$ cat src/rtl/loop_irq_pkg.sv
package loop_irq_pkg;

  localparam int GP_TIMER_BIT = 9;
  localparam int GP_TX_BIT    = 8;
  localparam int GP_RX_BIT    = 7;
  localparam int GP_SUM_BIT   = 6;
  localparam int GE_FORCE_BIT = 20;
  localparam int GE_TIMER_BIT = 2;
  localparam int GE_TX_BIT    = 1;
  localparam int GE_RX_BIT    = 0;
  localparam int NUM_GLOB     = 3;

  typedef enum logic [2:0] {
    SEL_GPEND  = 3'd0,
    SEL_GEN    = 3'd1,
    SEL_CENLO  = 3'd2,
    SEL_CENHI  = 3'd3,
    SEL_CPLO   = 3'd4,
    SEL_CPHI   = 3'd5,
    SEL_NONE   = 3'd7
  } regSel_e;

  typedef struct packed {
    logic wrGlobPend;
    logic wrGlobEn;
    logic wrChanEnLo;
    logic wrChanEnHi;
    logic wrChanPendLo;
    logic wrChanPendHi;
    logic chanClr;
  } wrStrobe_t;

endpackage

$ cat src/rtl/loop_irq_ctrl.sv
module loop_irq_ctrl
  import loop_irq_pkg::*;
#(
  parameter int ADDR_W = 3
) (
  input  logic              regWe,
  input  logic [ADDR_W-1:0] regAddr,
  input  logic              sumBitIn,
  output wrStrobe_t         strobe,
  output regSel_e           rdSel
);

  always_comb begin
    case (regAddr)
      ADDR_W'(0): rdSel = SEL_GPEND;
      ADDR_W'(1): rdSel = SEL_GEN;
      ADDR_W'(2): rdSel = SEL_CENLO;
      ADDR_W'(3): rdSel = SEL_CENHI;
      ADDR_W'(4): rdSel = SEL_CPLO;
      ADDR_W'(5): rdSel = SEL_CPHI;
      default:    rdSel = SEL_NONE;
    endcase
  end

  always_comb begin
    strobe = '0;
    if (regWe) begin
      strobe.wrGlobPend   = (rdSel == SEL_GPEND);
      strobe.wrGlobEn     = (rdSel == SEL_GEN);
      strobe.wrChanEnLo   = (rdSel == SEL_CENLO);
      strobe.wrChanEnHi   = (rdSel == SEL_CENHI);
      strobe.wrChanPendLo = (rdSel == SEL_CPLO);
      strobe.wrChanPendHi = (rdSel == SEL_CPHI);
      strobe.chanClr      = (rdSel == SEL_GPEND) && sumBitIn;
    end
  end

endmodule

$ cat src/rtl/loop_irq_dp.sv
module loop_irq_dp
  import loop_irq_pkg::*;
#(
  parameter int REG_W = 32
) (
  input  logic                  clk,
  input  logic                  rst_n,
  input  wrStrobe_t             strobe,
  input  regSel_e               rdSel,
  input  logic [REG_W-1:0]      regWdata,
  input  logic [2*REG_W-1:0]    loopEvt,
  input  logic                  timerEvt,
  input  logic                  midiTxEvt,
  input  logic                  midiRxEvt,
  output logic [REG_W-1:0]      regRdata,
  output logic [REG_W-1:0]      gpWord,
  output logic [REG_W-1:0]      geWord,
  output logic [2*REG_W-1:0]    chanPendVec,
  output logic [2*REG_W-1:0]    chanEnVec,
  output logic                  irqOut
);

  localparam int NUM_CHAN = 2 * REG_W;
  localparam int IDX_W    = $clog2(NUM_CHAN);

  logic [NUM_CHAN-1:0] chanPend, chanPendNext;
  logic [NUM_CHAN-1:0] chanEn;
  logic [NUM_CHAN-1:0] effVec;
  logic [NUM_GLOB-1:0] globPend, globPendNext, globEvt, globClr;
  logic [NUM_GLOB-1:0] globEn;
  logic                forceEn;
  logic [IDX_W-1:0]    topIdx;
  logic                anyEff;
  logic [IDX_W-1:0]    clrIdx;

  assign globEvt = {timerEvt, midiTxEvt, midiRxEvt};
  assign clrIdx  = regWdata[IDX_W-1:0];

  // global source pending: write-1-to-clear, event wins
  always_comb begin
    globClr = strobe.wrGlobPend ?
              {regWdata[GP_TIMER_BIT], regWdata[GP_TX_BIT], regWdata[GP_RX_BIT]} : '0;
    globPendNext = (globPend & ~globClr) | globEvt;
  end

  // per-channel pending: word W1C, indexed clear, event wins
  always_comb begin
    chanPendNext = chanPend;
    if (strobe.wrChanPendLo) chanPendNext[REG_W-1:0] = chanPendNext[REG_W-1:0] & ~regWdata;
    if (strobe.wrChanPendHi) chanPendNext[NUM_CHAN-1:REG_W] = chanPendNext[NUM_CHAN-1:REG_W] & ~regWdata;
    if (strobe.chanClr) chanPendNext[clrIdx] = 1'b0;
    chanPendNext = chanPendNext | loopEvt;
  end

  always_ff @(posedge clk) begin
    if (!rst_n) begin
      chanPend <= '0;
      chanEn   <= '0;
      globPend <= '0;
      globEn   <= '0;
      forceEn  <= 1'b0;
    end else begin
      chanPend <= chanPendNext;
      globPend <= globPendNext;
      if (strobe.wrChanEnLo) chanEn[REG_W-1:0]        <= regWdata;
      if (strobe.wrChanEnHi) chanEn[NUM_CHAN-1:REG_W] <= regWdata;
      if (strobe.wrGlobEn) begin
        globEn  <= {regWdata[GE_TIMER_BIT], regWdata[GE_TX_BIT], regWdata[GE_RX_BIT]};
        forceEn <= regWdata[GE_FORCE_BIT];
      end
    end
  end

  // highest enabled pending channel
  assign effVec = chanPend & chanEn;
  assign anyEff = |effVec;

  always_comb begin
    topIdx = '0;
    for (int i = 0; i < NUM_CHAN; i++) begin
      if (effVec[i]) topIdx = IDX_W'(i);
    end
  end

  always_comb begin
    gpWord = '0;
    gpWord[GP_TIMER_BIT] = globPend[2];
    gpWord[GP_TX_BIT]    = globPend[1];
    gpWord[GP_RX_BIT]    = globPend[0];
    gpWord[GP_SUM_BIT]   = anyEff;
    if (anyEff) gpWord[IDX_W-1:0] = topIdx;
  end

  always_comb begin
    geWord = '0;
    geWord[GE_FORCE_BIT] = forceEn;
    geWord[GE_TIMER_BIT] = globEn[2];
    geWord[GE_TX_BIT]    = globEn[1];
    geWord[GE_RX_BIT]    = globEn[0];
  end

  always_comb begin
    case (rdSel)
      SEL_GPEND: regRdata = gpWord;
      SEL_GEN:   regRdata = geWord;
      SEL_CENLO: regRdata = chanEn[REG_W-1:0];
      SEL_CENHI: regRdata = chanEn[NUM_CHAN-1:REG_W];
      SEL_CPLO:  regRdata = chanPend[REG_W-1:0];
      SEL_CPHI:  regRdata = chanPend[NUM_CHAN-1:REG_W];
      default:   regRdata = '0;
    endcase
  end

  always_ff @(posedge clk) begin
    if (!rst_n) irqOut <= 1'b0;
    else        irqOut <= forceEn | anyEff | (|(globPend & globEn));
  end

  assign chanPendVec = chanPend;
  assign chanEnVec   = chanEn;

endmodule

$ cat src/rtl/loop_irq_hub.sv
module loop_irq_hub
  import loop_irq_pkg::*;
#(
  parameter int REG_W  = 32,
  parameter int ADDR_W = 3
) (
  input  logic               clk,
  input  logic               rst_n,
  input  logic               regWe,
  input  logic [ADDR_W-1:0]  regAddr,
  input  logic [REG_W-1:0]   regWdata,
  output logic [REG_W-1:0]   regRdata,
  input  logic [2*REG_W-1:0] loopEvt,
  input  logic               timerEvt,
  input  logic               midiTxEvt,
  input  logic               midiRxEvt,
  output logic               irqOut
);

  wrStrobe_t          strobe;
  regSel_e            rdSel;
  logic [REG_W-1:0]   gpWord;
  logic [REG_W-1:0]   geWord;
  logic [2*REG_W-1:0] chanPendVec;
  logic [2*REG_W-1:0] chanEnVec;

  loop_irq_ctrl #(.ADDR_W(ADDR_W)) ctrl_i (
    .regWe    (regWe),
    .regAddr  (regAddr),
    .sumBitIn (regWdata[GP_SUM_BIT]),
    .strobe   (strobe),
    .rdSel    (rdSel)
  );

  loop_irq_dp #(.REG_W(REG_W)) dp_i (
    .clk         (clk),
    .rst_n       (rst_n),
    .strobe      (strobe),
    .rdSel       (rdSel),
    .regWdata    (regWdata),
    .loopEvt     (loopEvt),
    .timerEvt    (timerEvt),
    .midiTxEvt   (midiTxEvt),
    .midiRxEvt   (midiRxEvt),
    .regRdata    (regRdata),
    .gpWord      (gpWord),
    .geWord      (geWord),
    .chanPendVec (chanPendVec),
    .chanEnVec   (chanEnVec),
    .irqOut      (irqOut)
  );

endmodule

$ cat config.mk
export PLATFORM = sky130hd
export DESIGN_NAME = loop_irq_hub
export DESIGN_NICKNAME = d
export VERILOG_FILES = /design/src/rtl/loop_irq_pkg.sv /design/src/rtl/loop_irq_ctrl.sv /design/src/rtl/loop_irq_dp.sv /design/src/rtl/loop_irq_hub.sv
export SDC_FILE = /design/constraint.sdc
export NUM_CORES = 1
export LEC_CHECK = 0
export BUFFER_PORTS_ARGS = -buffer_cell sky130_fd_sc_hd__buf_2
export CAP_MARGIN = 20
export CORE_ASPECT_RATIO = 0.7
export CORE_MARGIN = 5
export CORE_UTILIZATION = 51
export DETAILED_ROUTE_END_ITERATION = 12
export GPL_TIMING_DRIVEN = 0
export PLACE_DENSITY = 0.83
export SETUP_SLACK_MARGIN = 0.15
export SLEW_MARGIN = 15
export SYNTH_ARGS = -nofsm -noshare
export SYNTH_HDL_FRONTEND = slang
export SYNTH_HIERARCHICAL = 1
export SYNTH_SLANG_ARGS = --single-unit
$ cat constraint.sdc
create_clock -name clk -period 2.09 [get_ports clk]
set_clock_uncertainty 0.2 [all_clocks]
set_input_delay 0.3135 -clock clk [delete_from_list [all_inputs] [get_ports clk]]
set_output_delay 0.3135 -clock clk [all_outputs]
set_load 0.01 [all_outputs]
==> flow_summary.yaml <==
sta:
  post-route-worst-setup-slack_ns: -0.8668
  setup-violations-final: 32
  finalHoldViolCount: 0
  fin_crit_ns: 2.957
  max_freq_mhz: 338.2
  final-max-slew-violation-count: 0
  finalHoldWorstSlack_ns: 0.009653
  grt_setup_unrepaired: "true"
  max_slew_margin: 0.4322
  transition_at_the_pin_with_the_smallest_max_transition_slack_ns: 0.8451
  fin_crit_sh: 1.415
setup_path:
  worst_path_dominant_cell_family: "compound AO/OA/AOI/OAI gates"
  worst_flop_to_flop_path_startpoint: "dp_i/chanEnVec[51]"
  cpMostUsedCell: "sky130_fd_sc_hd__o211ai_1"
  arrival_ns: 2.44
  cp_num_cells: 8
  setup_crit_start: "dp_i/chanPendVec[5]"
  rr_endpoint: "dp_i/irqOut"
  path_max_fanout: 5
  endpoint_kind: "primary output"
  crit_buf_inv: 1
  critical_path_class: "flip-flop to primary output"
  slowest_delay_ns: 0.41
  required_ns: 1.58
  reg2reg_depth: 6
  cpMaxStageDelayCell: "sky130_fd_sc_hd__dfxtp_2"
  crit_path_start_kind: "flip-flop"
  worstPathCellList: "nand2_1, a32o_1, o211ai_1, a311o_1, o211ai_1, a21oi_2, a31o_1, buf_2"
  r2r_setup_slack_ns: 0.05
  crit_path_capture: "regRdata[0]"
place:
  place_inst: 1257
  buffer_ports.inserted: 135
  detailed_place_hpwl_mm: 21.29
  routabilityCongestion: 1.003
  dpl-instance-area_sq_um: 8534
route:
  avgViaCountPerCell: 6.545
  routed_wl_mm: 34.93
  detailedRoute.firstIterationViolations: 1228
  antenna_violating_nets_post_route: 0
  routed_wire_length_per_instance_um: 24.92
  dr.pass1.iters: 11
  drc_errors: 0
  via_count: 9176
global_route:
  antenna_found_initial: 0
  grt_util_met1: 0.4954
  first_pass_grt_wire_length_mm: 50.65
  met3_routing_resource_usage_after_global_routing: 0.1402
  grtUsageTotal: 0.3752
  grt_start_max_net_pins: 17
  top_usage_layer: "met2"
  grt.overflow.total: 0
  globalRouteMet2Util: 0.5450
  first_global_vias: 8847
floorplanning:
  core_sq_um: 14580
  fp.dieH_um: 111.7
  rows: 37
  initial_util: 0.5169
  die_w_um: 155.3
  fp.dieArea_sq_um: 17350
  ioPinCount: 138
cells_and_area:
  area.growth.synth_to_final_pct: 50.38
  layout.cell_area.non_filler_sq_um: 11330
  nNetsFinal: 1301
  utilization: 0.7773
  final-instance-count-excl-fill: 1402
  final_layout_size_suffix_gt1_frac: 0.3347
  number_of_diodes_added_for_antenna_fixing: 0
power_and_ir_drop:
  power_leakage_nw: 4.580
  max-vdd-ir-drop_mv: 0.4932
  pwr_density_cell_nw_per_um2: 676.9
cts:
  ctsLongestPathBuffers: 2
  root_buffer_cell: "sky130_fd_sc_hd__clkbuf_16"
  cts-buffers-inserted: 17
  cts.reportedPaths.clkPinSlew_ns: 0.06
  tritoncts: "done"
  cts.htree.levels: 4
  clock_sink_count: 136
  worst_skew_pair.late_latency_ns: 0.43
status:
  violations: "setup timing"
  result_of_the_run: "finished, violations left"
synth:
  netlist_instances: 925
  synth_fp_nets: 1030
  netlist_area_sq_um: 7537
  synth.yosys.warnings: 6
  syn_avg_cell_area_sq_um: 8.148
run:
  max_cap_violations: 0
min_path:
  min-delay-path-class: "input pin to flip-flop"
  number_of_cells_traversed_by_the_worst_hold_path: 3
==> placed cells by master (no fill, tap or decap), drive strengths merged, types with 6 or more instances in the layout <==
| cell | count |
|---|---|
| a21oi | 76 |
| a221oi | 7 |
| a22o | 12 |
| a22oi | 79 |
| and2 | 6 |
| buf | 193 |
| bufinv | 6 |
| clkbuf | 61 |
| clkinv | 6 |
| dfxtp | 136 |
| dlygate4sd3 | 67 |
| mux2i | 75 |
| nand2 | 213 |
| nand2b | 8 |
| nand3 | 8 |
| nand4 | 7 |
| nor2 | 25 |
| nor2b | 76 |
| nor3 | 8 |
| o21a | 65 |
| o21ai | 11 |
==> metrics by stage <==
stage	setup slack, ns	power, mW	setup TNS (ns)
2_1_floorplan	0.09580	3.428	0
3_3_place_gp	-1.058	3.809	-66.39
3_5_place_dp	-0.6693	3.830	-63.72
4_1_cts	-0.6763	7.477	-5.183
5_1_grt	-0.8796	7.832	-10.72
6_report	-0.8668	7.673	-9.848
==> worst min path at each step <==
stage	startpoint	to	slack [ns]
after global routing	regWdata[22]	dp_i/chanEnVec[54]	0.01
after global placement	loopEvt[51]	dp_i/chanPendVec[51]	0.32
after CTS	regWdata[22]	dp_i/chanEnVec[54]	0.006
after floorplan	loopEvt[59]	dp_i/chanPendVec[59]	0.24
after detailed placement	loopEvt[10]	dp_i/chanPendVec[10]	0.33
final	regWdata[23]	dp_i/chanEnVec[23]	0.01
==> sequential cells by signal, indices dropped and copies added (netlist names) <==
| name | cells |
|---|---|
| dp_i/chanEnVec | 64 |
| dp_i/chanPendVec | 64 |
| dp_i/forceEn | 1 |
| dp_i/globEn | 3 |
| dp_i/globPend | 3 |
| dp_i/irqOut | 1 |
==> layout make-up <==
type                            instances  area, sq um
Tap cell                              195        244.0
Clock inverter                         13        229.0
Inverter                                5        26.28
Buffer                                 52        437.9
Timing Repair Buffer                  253         1959
Fill cell                             880         3248
Sequential cell                       136         2754
Clock buffer                           17        425.4
Multi-Input combinational cell        731         5259
==> repair_timing <==
item | CTS | global route
pin swaps | 61 | 45
resized for setup | 188 | 66
buffers inserted | 31 | 11
hold buffers | 67 | 0
cloned | 6 | 1
setup endpoints to repair | 127 | 104
hold endpoints to repair | 67 | 0
==> worst register-to-register path: cells and delay by family (launching register included) <==
kind,cells,cell delay [ns]
simple gates,4,0.83
compound gates,2,0.54
flops,1,0.36
==> metal layers <==
metal,vias to the layer above,part of all wire
met5,-,0
li1,3873,-
met4,0,0.065
met2,849,0.41
met1,4225,0.37
met3,229,0.16
==> where the power goes <==
group	switching, mW	total, mW	internal (mW)
logic	0.698	1.33	0.637
registers	0.190	2.91	2.72
clock network	1.20	3.42	2.22
No activity file was read; power rests on OpenSTA's default activity.
